$ cat config.mk
export PLATFORM = sky130hd
export DESIGN_NAME = hubchg_reporter
export DESIGN_NICKNAME = d
export VERILOG_FILES = /design/src/rtl/hubchg_pkg.sv /design/src/rtl/hubchg_bitmap.sv /design/src/rtl/hubchg_ctrl.sv /design/src/rtl/hubchg_reporter.sv
export SDC_FILE = /design/constraint.sdc
export NUM_CORES = 1
export LEC_CHECK = 0
export BUFFER_PORTS_ARGS = -buffer_cell sky130_fd_sc_hd__buf_2
export CORE_MARGIN = 3
export CORE_UTILIZATION = 40
export CTS_BUF_LIST = sky130_fd_sc_hd__clkbuf_8 sky130_fd_sc_hd__clkbuf_16
export CTS_CLUSTER_SIZE = 14
export DETAILED_ROUTE_END_ITERATION = 8
export PLACE_DENSITY = 0.65
export RECOVER_POWER = 50
export SETUP_SLACK_MARGIN = 0.02
export SKIP_LAST_GASP = 1
export SLEW_MARGIN = 40
export SYNTH_ARGS = -nofsm -noshare
export SYNTH_HDL_FRONTEND = slang
export SYNTH_SLANG_ARGS = --single-unit
$ cat constraint.sdc
create_clock -name clk -period 1.55 [get_ports clk]
set_input_delay 0.2325 -clock clk [delete_from_list [all_inputs] [get_ports clk]]
set_output_delay 0.2325 -clock clk [all_outputs]
set_load 0.005 [all_outputs]
$ cat src/rtl/hubchg_pkg.sv
package hubchg_pkg;
    typedef enum logic [1:0] {
        ST_UNCFG     = 2'd0,
        ST_IDLE      = 2'd1,
        ST_AWAIT_ACK = 2'd2
    } rep_state_e;
endpackage

$ cat src/rtl/hubchg_bitmap.sv
// Sticky change bits: set wins over clear, all held at zero while disabled.
module hubchg_bitmap #(
    parameter int unsigned CHG_W = 5
) (
    input  logic             clk,
    input  logic             rst_n,
    input  logic             enable_i,
    input  logic [CHG_W-1:0] set_i,
    input  logic [CHG_W-1:0] clr_i,
    output logic [CHG_W-1:0] bits_o
);
    logic [CHG_W-1:0] bits_q;

    for (genvar b = 0; b < CHG_W; b++) begin : g_bit
        always_ff @(posedge clk or negedge rst_n) begin
            if (!rst_n) begin
                bits_q[b] <= 1'b0;
            end else if (!enable_i) begin
                bits_q[b] <= 1'b0;
            end else if (set_i[b]) begin
                bits_q[b] <= 1'b1;
            end else if (clr_i[b]) begin
                bits_q[b] <= 1'b0;
            end
        end
    end

    assign bits_o = bits_q;
endmodule

$ cat src/rtl/hubchg_ctrl.sv
// Endpoint sequencer: NAK / data decision, handshake wait and data toggle.
module hubchg_ctrl
    import hubchg_pkg::*;
(
    input  logic clk,
    input  logic rst_n,
    input  logic configured_i,
    input  logic tok_i,
    input  logic ack_i,
    input  logic any_i,
    output logic give_data_o,
    output logic nak_o,
    output logic dval_o,
    output logic toggle_o
);
    rep_state_e state_q, state_d;
    logic       respond;
    logic       give_data;
    logic       ack_taken;
    logic       nak_q, dval_q, tog_q;

    always_comb begin
        respond   = tok_i && configured_i && (state_q != ST_UNCFG);
        give_data = respond && any_i;
        ack_taken = (state_q == ST_AWAIT_ACK) && ack_i && !tok_i
                    && configured_i;
    end

    always_comb begin
        state_d = state_q;
        if (!configured_i) begin
            state_d = ST_UNCFG;
        end else begin
            unique case (state_q)
                ST_UNCFG: state_d = ST_IDLE;
                ST_IDLE: begin
                    if (give_data) state_d = ST_AWAIT_ACK;
                end
                ST_AWAIT_ACK: begin
                    if (tok_i) begin
                        state_d = give_data ? ST_AWAIT_ACK : ST_IDLE;
                    end else if (ack_i) begin
                        state_d = ST_IDLE;
                    end
                end
                default: state_d = ST_UNCFG;
            endcase
        end
    end

    // State register
    always_ff @(posedge clk or negedge rst_n) begin
        if (!rst_n) state_q <= ST_UNCFG;
        else        state_q <= state_d;
    end

    // Output register
    always_ff @(posedge clk or negedge rst_n) begin
        if (!rst_n) begin
            nak_q  <= 1'b0;
            dval_q <= 1'b0;
            tog_q  <= 1'b0;
        end else begin
            nak_q  <= tok_i && !give_data;
            dval_q <= give_data;
            if (!configured_i) begin
                tog_q <= 1'b0;
            end else if (ack_taken) begin
                tog_q <= ~tog_q;
            end
        end
    end

    assign give_data_o = give_data;
    assign nak_o       = nak_q;
    assign dval_o      = dval_q;
    assign toggle_o    = tog_q;
endmodule

$ cat src/rtl/hubchg_reporter.sv
module hubchg_reporter #(
    parameter int unsigned NUM_PORTS = 4,
    parameter int unsigned BYTE_W    = 8
) (
    input  logic                 clk,
    input  logic                 rst_n,
    input  logic                 configured_i,
    input  logic                 hub_evt_i,
    input  logic [NUM_PORTS-1:0] port_evt_i,
    input  logic                 clr_hub_i,
    input  logic [NUM_PORTS-1:0] clr_port_i,
    input  logic                 in_tok_i,
    input  logic                 ack_i,
    output logic                 nak_o,
    output logic                 dval_o,
    output logic [BYTE_W-1:0]    data_o,
    output logic                 toggle_o
);
    localparam int unsigned CHG_W = NUM_PORTS + 1;

    logic [CHG_W-1:0]  bits;
    logic [BYTE_W-1:0] byte_now;
    logic [BYTE_W-1:0] data_q;
    logic              give_data;

    hubchg_bitmap #(.CHG_W(CHG_W)) u_bitmap (
        .clk      (clk),
        .rst_n    (rst_n),
        .enable_i (configured_i),
        .set_i    ({port_evt_i, hub_evt_i}),
        .clr_i    ({clr_port_i, clr_hub_i}),
        .bits_o   (bits)
    );

    hubchg_ctrl u_ctrl (
        .clk          (clk),
        .rst_n        (rst_n),
        .configured_i (configured_i),
        .tok_i        (in_tok_i),
        .ack_i        (ack_i),
        .any_i        (|bits),
        .give_data_o  (give_data),
        .nak_o        (nak_o),
        .dval_o       (dval_o),
        .toggle_o     (toggle_o)
    );

    // Reserved upper bits are tied to zero.
    always_comb begin
        byte_now            = '0;
        byte_now[CHG_W-1:0] = bits;
    end

    always_ff @(posedge clk or negedge rst_n) begin
        if (!rst_n)         data_q <= '0;
        else if (give_data) data_q <= byte_now;
        else                data_q <= '0;
    end

    assign data_o = data_q;
endmodule

==> results.md, run 1 <==
- Yosys reg bits: 15
- Num CTS Buffers: 3
- WS Path Type: flip-flop to flip-flop
- Final core utilization: 57.0%
- Slack of the critical path: 265 ps
- DR iter-0 viols: 1
- Core Region: 1380 um^2
- Leak: 0.441 nW
- Reg2Reg Setup Slack: 260 ps
- CTS tree: done
- Clock Sinks: 15
- Reg power frac: 53.0%
- IO Pins: 26
- Yosys top cell by area: dfrtp_1
- Clk network pwr share: 36.9%
- HPWL Detailed: 859 um
- Sequential share of the synthesized area: 60.5%
- Slew HR: 48.7%
- Final Critical Period: 1290 ps
- Clock tree root buffer cell: clkbuf_8
- Cell Count, Final, Fillers Out: 98
- First-pass GRT wire length: 1.73 mm
- FMAX: 778 MHz
- Per-cell routed wire length: 10.7 um
- Worst clock skew: 1.79 ps
- Core Rows: 13
- Max incr delay on CP: 550 ps
- Die X: 45.4 um
- Combinational Power Share: 10.1%
- CP required: 1730 ps
- Clk buf depth: 2
- Final slew viol count: 0
- Fin. Hold Viols: 0
- Area Growth Syn to Fin: 27.0%
- Layout cells sized above 1: 34.9%
- Via count: 448
- Status: completed
- Delay-heaviest family, CP: simple AND/OR/NAND/NOR gates
- Largest fanout on the critical path: 4
- Initial Util: 44.9%
- Placed cell count: 93
- DRT Pass-1 Iters: 2
- WP buf/inv: 0
- Crit path DAT: 1470 ps
- Setup TNS: 0 ps
- CP max-delay cell: or4_4
- Die area: 2060 um^2
- Syn Std Cell Area: 621 um^2
- Post-layout net count: 99
- DRT Wirelength: 1.05 mm
- CP Capture Type: flip-flop
- Vias/cell: 4.57
- RSZ-0062 raised after global routing: no
- Max cap viols: 0
- Vias in the first global route: 414
- Ranking of synthesized cells by area: dfrtp_1 (60%), nor2_1 (5.4%), a21oi_1 (4.0%)
- Chip height: 45.4 um
- Initial antenna violation count: 0
- Port bufs: 22
- Finished layout cell area: 788 um^2
- Worst-Skew Late Latency: 240 ps
- GRT overflow: 0
- Maximum VDD drop: 0.667 mV
- Startpoint types: flip-flop
- Synth top area share: 60.5%
- Distinct cells, synth: 22
- Sw power: 0.177 mW
- Crit path cell chain: or4_4 > nor2_4 > o211a_1
- Final worst-path cycle share: 82.9%
- Worst Max-Slew Pin Slew: 770 ps
- Resized Gates After CTS: 0
- Final RePlAce weighted congestion: 0.706
- P_int: 0.626 mW
- Antenna viol nets, final: 0
- Hold Slack: 205 ps
- Syn. warnings: 0
- Worst Hold Class: input port to flip-flop
- Largest net degree at the start of global routing: 16
- CTS H-tree depth: 1
- Gate Count Post-Synth: 57
- Average size of a mapped cell: 10.9 um^2
- Commonest non-fill, non-tap cell in the layout: buf_2
- Post-place instance area: 734 um^2
- Pre-CTS setup slack: 273 ps
- Net Sw Frac: 22.0%
- Clk slew on worst S/H paths: 60 ps
- DRC Markers: 0
- Commonest cells after routing, fill and taps aside: buf_2 (21), dfrtp_1 (15), nor2_1 (9)
- Pwr Total: 0.803 mW
- Antenna cells: 0
- Setup violations, final: 0
- Gr usage total: 11.7%
- Cell Pwr Density: 1020 nW/um^2
==> area by class of cell <==
cell class | count | area (um^2)
well taps | 15 | 18.8
clock inverters | 1 | 3.75
inverters | 6 | 22.5
flip-flops and latches | 15 | 375
repair buffers | 23 | 119
clock buffers | 3 | 41.3
fillers | 132 | 594
multi-input cells | 35 | 208
==> sequential cells by signal, indices dropped and copies added (netlist names) <==
| signal | flops |
|---|---|
| u_bitmap.bits_o | 5 |
| u_ctrl.dval_o | 1 |
| u_ctrl.state_q | 2 |
| data_o | 5 |
| u_ctrl.toggle_o | 1 |
| u_ctrl.nak_o | 1 |
==> cell usage after synthesis <==
master / number
a21oi_1: 5
and2_1: 4
and2_2: 1
and4bb_2: 1
buf_4: 3
conb_1: 1
dfrtp_1: 15
inv_1: 5
inv_2: 1
nand3_1: 1
nand3b_1: 1
nor2_1: 9
nor2_4: 1
o211a_1: 1
o21a_1: 1
o21ai_0: 1
o21ai_1: 1
o22ai_1: 1
or2_1: 1
or4_4: 1
xnor2_1: 1
xor2_1: 1
==> layer usage <==
layer	wire length [um]	vias up	global-route usage, %	part of all wire, %
li1	-	229	-	-
met1	447	196	14.1	43
met2	505	21	19.5	48
met3	85	2	3.95	8.1
met4	8	0	3.51	0.76
met5	0	-	0	0
==> power groups by stage <==
stage	sequential, mW	clock [mW]	combinational, mW
floorplan	0.430	0	0.0466
global placement	0.431	0	0.0792
detailed placement	0.433	0	0.0815
CTS	0.426	0.308	0.0835
global route	0.428	0.323	0.0943
finish	0.425	0.296	0.0813
==> cells by family (layout without fill, tap and decap cells) <==
family	Yosys count	after routing	share of synthesized area [%]
AO/OA/AOI/OAI	10	10	9.47
other	1	3	0.604
AND/OR/NAND/NOR	20	20	19.4
XOR/XNOR	2	2	2.82
flip-flops	15	15	60.5
buffers and inverters	9	33	7.26
==> worst min-delay path: cells and delay by family <==
family	cells	cell delay, ps
compound gates	1	30
buf+inv	1	70
simple gates	1	70
==> what timing repair did <==
item	CTS	global route
hold endpoints to repair	15	0
setup buffers	0	0
hold buffers	1	0
==> final timing paths <==
kind	start	endpoint	cells past startpoint
max in group asynchronous	rst_n	u_ctrl.dval_o	2
worst min-delay path	port_evt_i[2]	u_bitmap.bits_o[3]	3
worst max register to register	u_bitmap.bits_o[2]	u_ctrl.state_q[0]	3
worst max-delay path	u_bitmap.bits_o[2]	u_ctrl.state_q[0]	3
worst min register to register	u_bitmap.bits_o[0]	data_o[0]	1
min in group asynchronous	rst_n	u_bitmap.bits_o[0]	2
No activity file was read; power rests on OpenSTA's default activity.
==> run 2: changes to the inputs <==
- clock period: 1.55 -> 1.3 ns (I/O delays scaled with it)
==> results.md, run 2 (synthesized netlist as in run 1, its figures left out) <==
- Status: completed
- Met2 usage: 21.2%
- Largest net degree at the start of global routing: 16
- Worst Max-Slew Pin Slew: 797 ps
- CP Capture Type: flip-flop
- Die area: 2060 um^2
- Clock Sinks: 15
- Cell Count, Final, Fillers Out: 100
- WS Path Type: flip-flop to flip-flop
- Resized Gates After CTS: 0
- Final core utilization: 58.2%
- Die X: 45.4 um
- Clk buf depth: 2
- Worst clock skew: 1.13 ps
- DRC Markers: 0
- Chip height: 45.4 um
- Area Growth Syn to Fin: 29.6%
- Fin. Hold Viols: 0
- Final worst-path cycle share: 99.1%
- Port bufs: 22
- Clk slew on worst S/H paths: 60 ps
- Placed cell count: 93
- Leak: 0.450 nW
- Max cap viols: 0
- Initial Util: 44.9%
- Worst Hold Class: input port to flip-flop
- HPWL Detailed: 862 um
- Startpoint types: flip-flop
- Met3 Use GR: 3.56%
- Commonest cells after routing, fill and taps aside: buf_2 (21), dfrtp_1 (15), nor2_1 (9)
- Maximum VDD drop: 0.771 mV
- Final Critical Period: 1290 ps
- Final slew viol count: 0
- Hold Slack: 165 ps
- Via count: 468
- Core Rows: 13
- Final RePlAce weighted congestion: 0.706
- Num CTS Buffers: 3
- RSZ-0062 raised after global routing: yes
- Setup violations, final: 0
- Busiest layer in global routing: met2
- Largest fanout on the critical path: 4
- DRT Pass-1 Iters: 3
- Vias in the first global route: 444
- Met1 Usage GRT: 15.7%
- CP max-delay cell: or4_4
- GRT overflow: 0
- Setup crit start: u_bitmap.bits_o[2]
- DR iter-0 viols: 6
- Commonest non-fill, non-tap cell in the layout: buf_2
- Antenna cells: 0
- CP required: 1420 ps
- Crit path DAT: 1400 ps
- Crit path cell chain: or4_4 > nor2_4 > o22ai_1
- Post-layout net count: 101
- Max incr delay on CP: 550 ps
- IO Pins: 26
- Cell Pwr Density: 1210 nW/um^2
- CTS H-tree depth: 1
- Worst-Skew Late Latency: 240 ps
- CTS tree: done
- Per-cell routed wire length: 11.5 um
- Layout cells sized above 1: 37.6%
- Reg2Reg Setup Slack: 10 ps
- First-pass GRT wire length: 1.85 mm
- Hold Startpoint: port_evt_i[2]
- Setup TNS: 0 ps
- Vias/cell: 4.68
- Slew HR: 46.9%
- Antenna viol nets, final: 0
- DRT Wirelength: 1.15 mm
- Initial antenna violation count: 0
- Reg-to-Reg Start: u_bitmap.bits_o[2]
- Clock tree root buffer cell: clkbuf_8
- FMAX: 776 MHz
- Core Region: 1380 um^2
- Gr usage total: 12.6%
run 2: what timing repair did:
item                                    4_1_cts  5_1_grt
pin swaps                                     0        1
hold buffers                                  1        0
buffers inserted                              2        0
endpoints found under the hold margin        15        0
endpoints found under the setup margin        2        3
run 2: cell type report:
class | count | area, um^2
flip-flops and latches | 15 | 375
fillers | 130 | 578
well taps | 15 | 18.8
clock inverters | 1 | 5.00
clock buffers | 3 | 41.3
multi-input cells | 35 | 208
inverters | 6 | 22.5
repair buffers | 25 | 134
run 2: metrics by stage:
step	instance area [um^2]	setup WS (ps)	total power, mW
2_1_floorplan	628	92.0	0.568
3_3_place_gp	734	62.1	0.609
6_report	805	11.5	0.976
5_1_grt	805	-40.6	1.03
3_5_place_dp	734	22.9	0.613
4_1_cts	806	10.9	0.993
run 2: routing by layer:
metal  part of all wire (%)  wire [um]  vias up
li1                       -          -      232
met1                     43        495      215
met2                     49        564       19
met3                    7.0         80        2
met4                   0.70          8        0
met5                      0          0        -
run 2: critical path, delay by kind of cell, from the launching register on:
| family | cells | cell delay (ps) |
|---|---|---|
| flops | 1 | 380 |
| compound gates | 1 | 100 |
| simple gates | 2 | 690 |
run 2: worst paths after layout:
path,end,depth (start not counted)
worst max-delay path,u_ctrl.state_q[1],3
worst min-delay path,u_bitmap.bits_o[3],3
worst max register to register,u_ctrl.state_q[1],3
worst min register to register,data_o[0],1
max in group asynchronous,data_o[2],2
min in group asynchronous,data_o[0],2
run 2: report_power, final:
part,internal (mW),switching (mW),leakage (nW)
Combinational,0.0530,0.0526,0.226
Sequential,0.490,0.0170,0.198
Clock,0.212,0.152,0.0255
Total,0.754,0.222,0.450
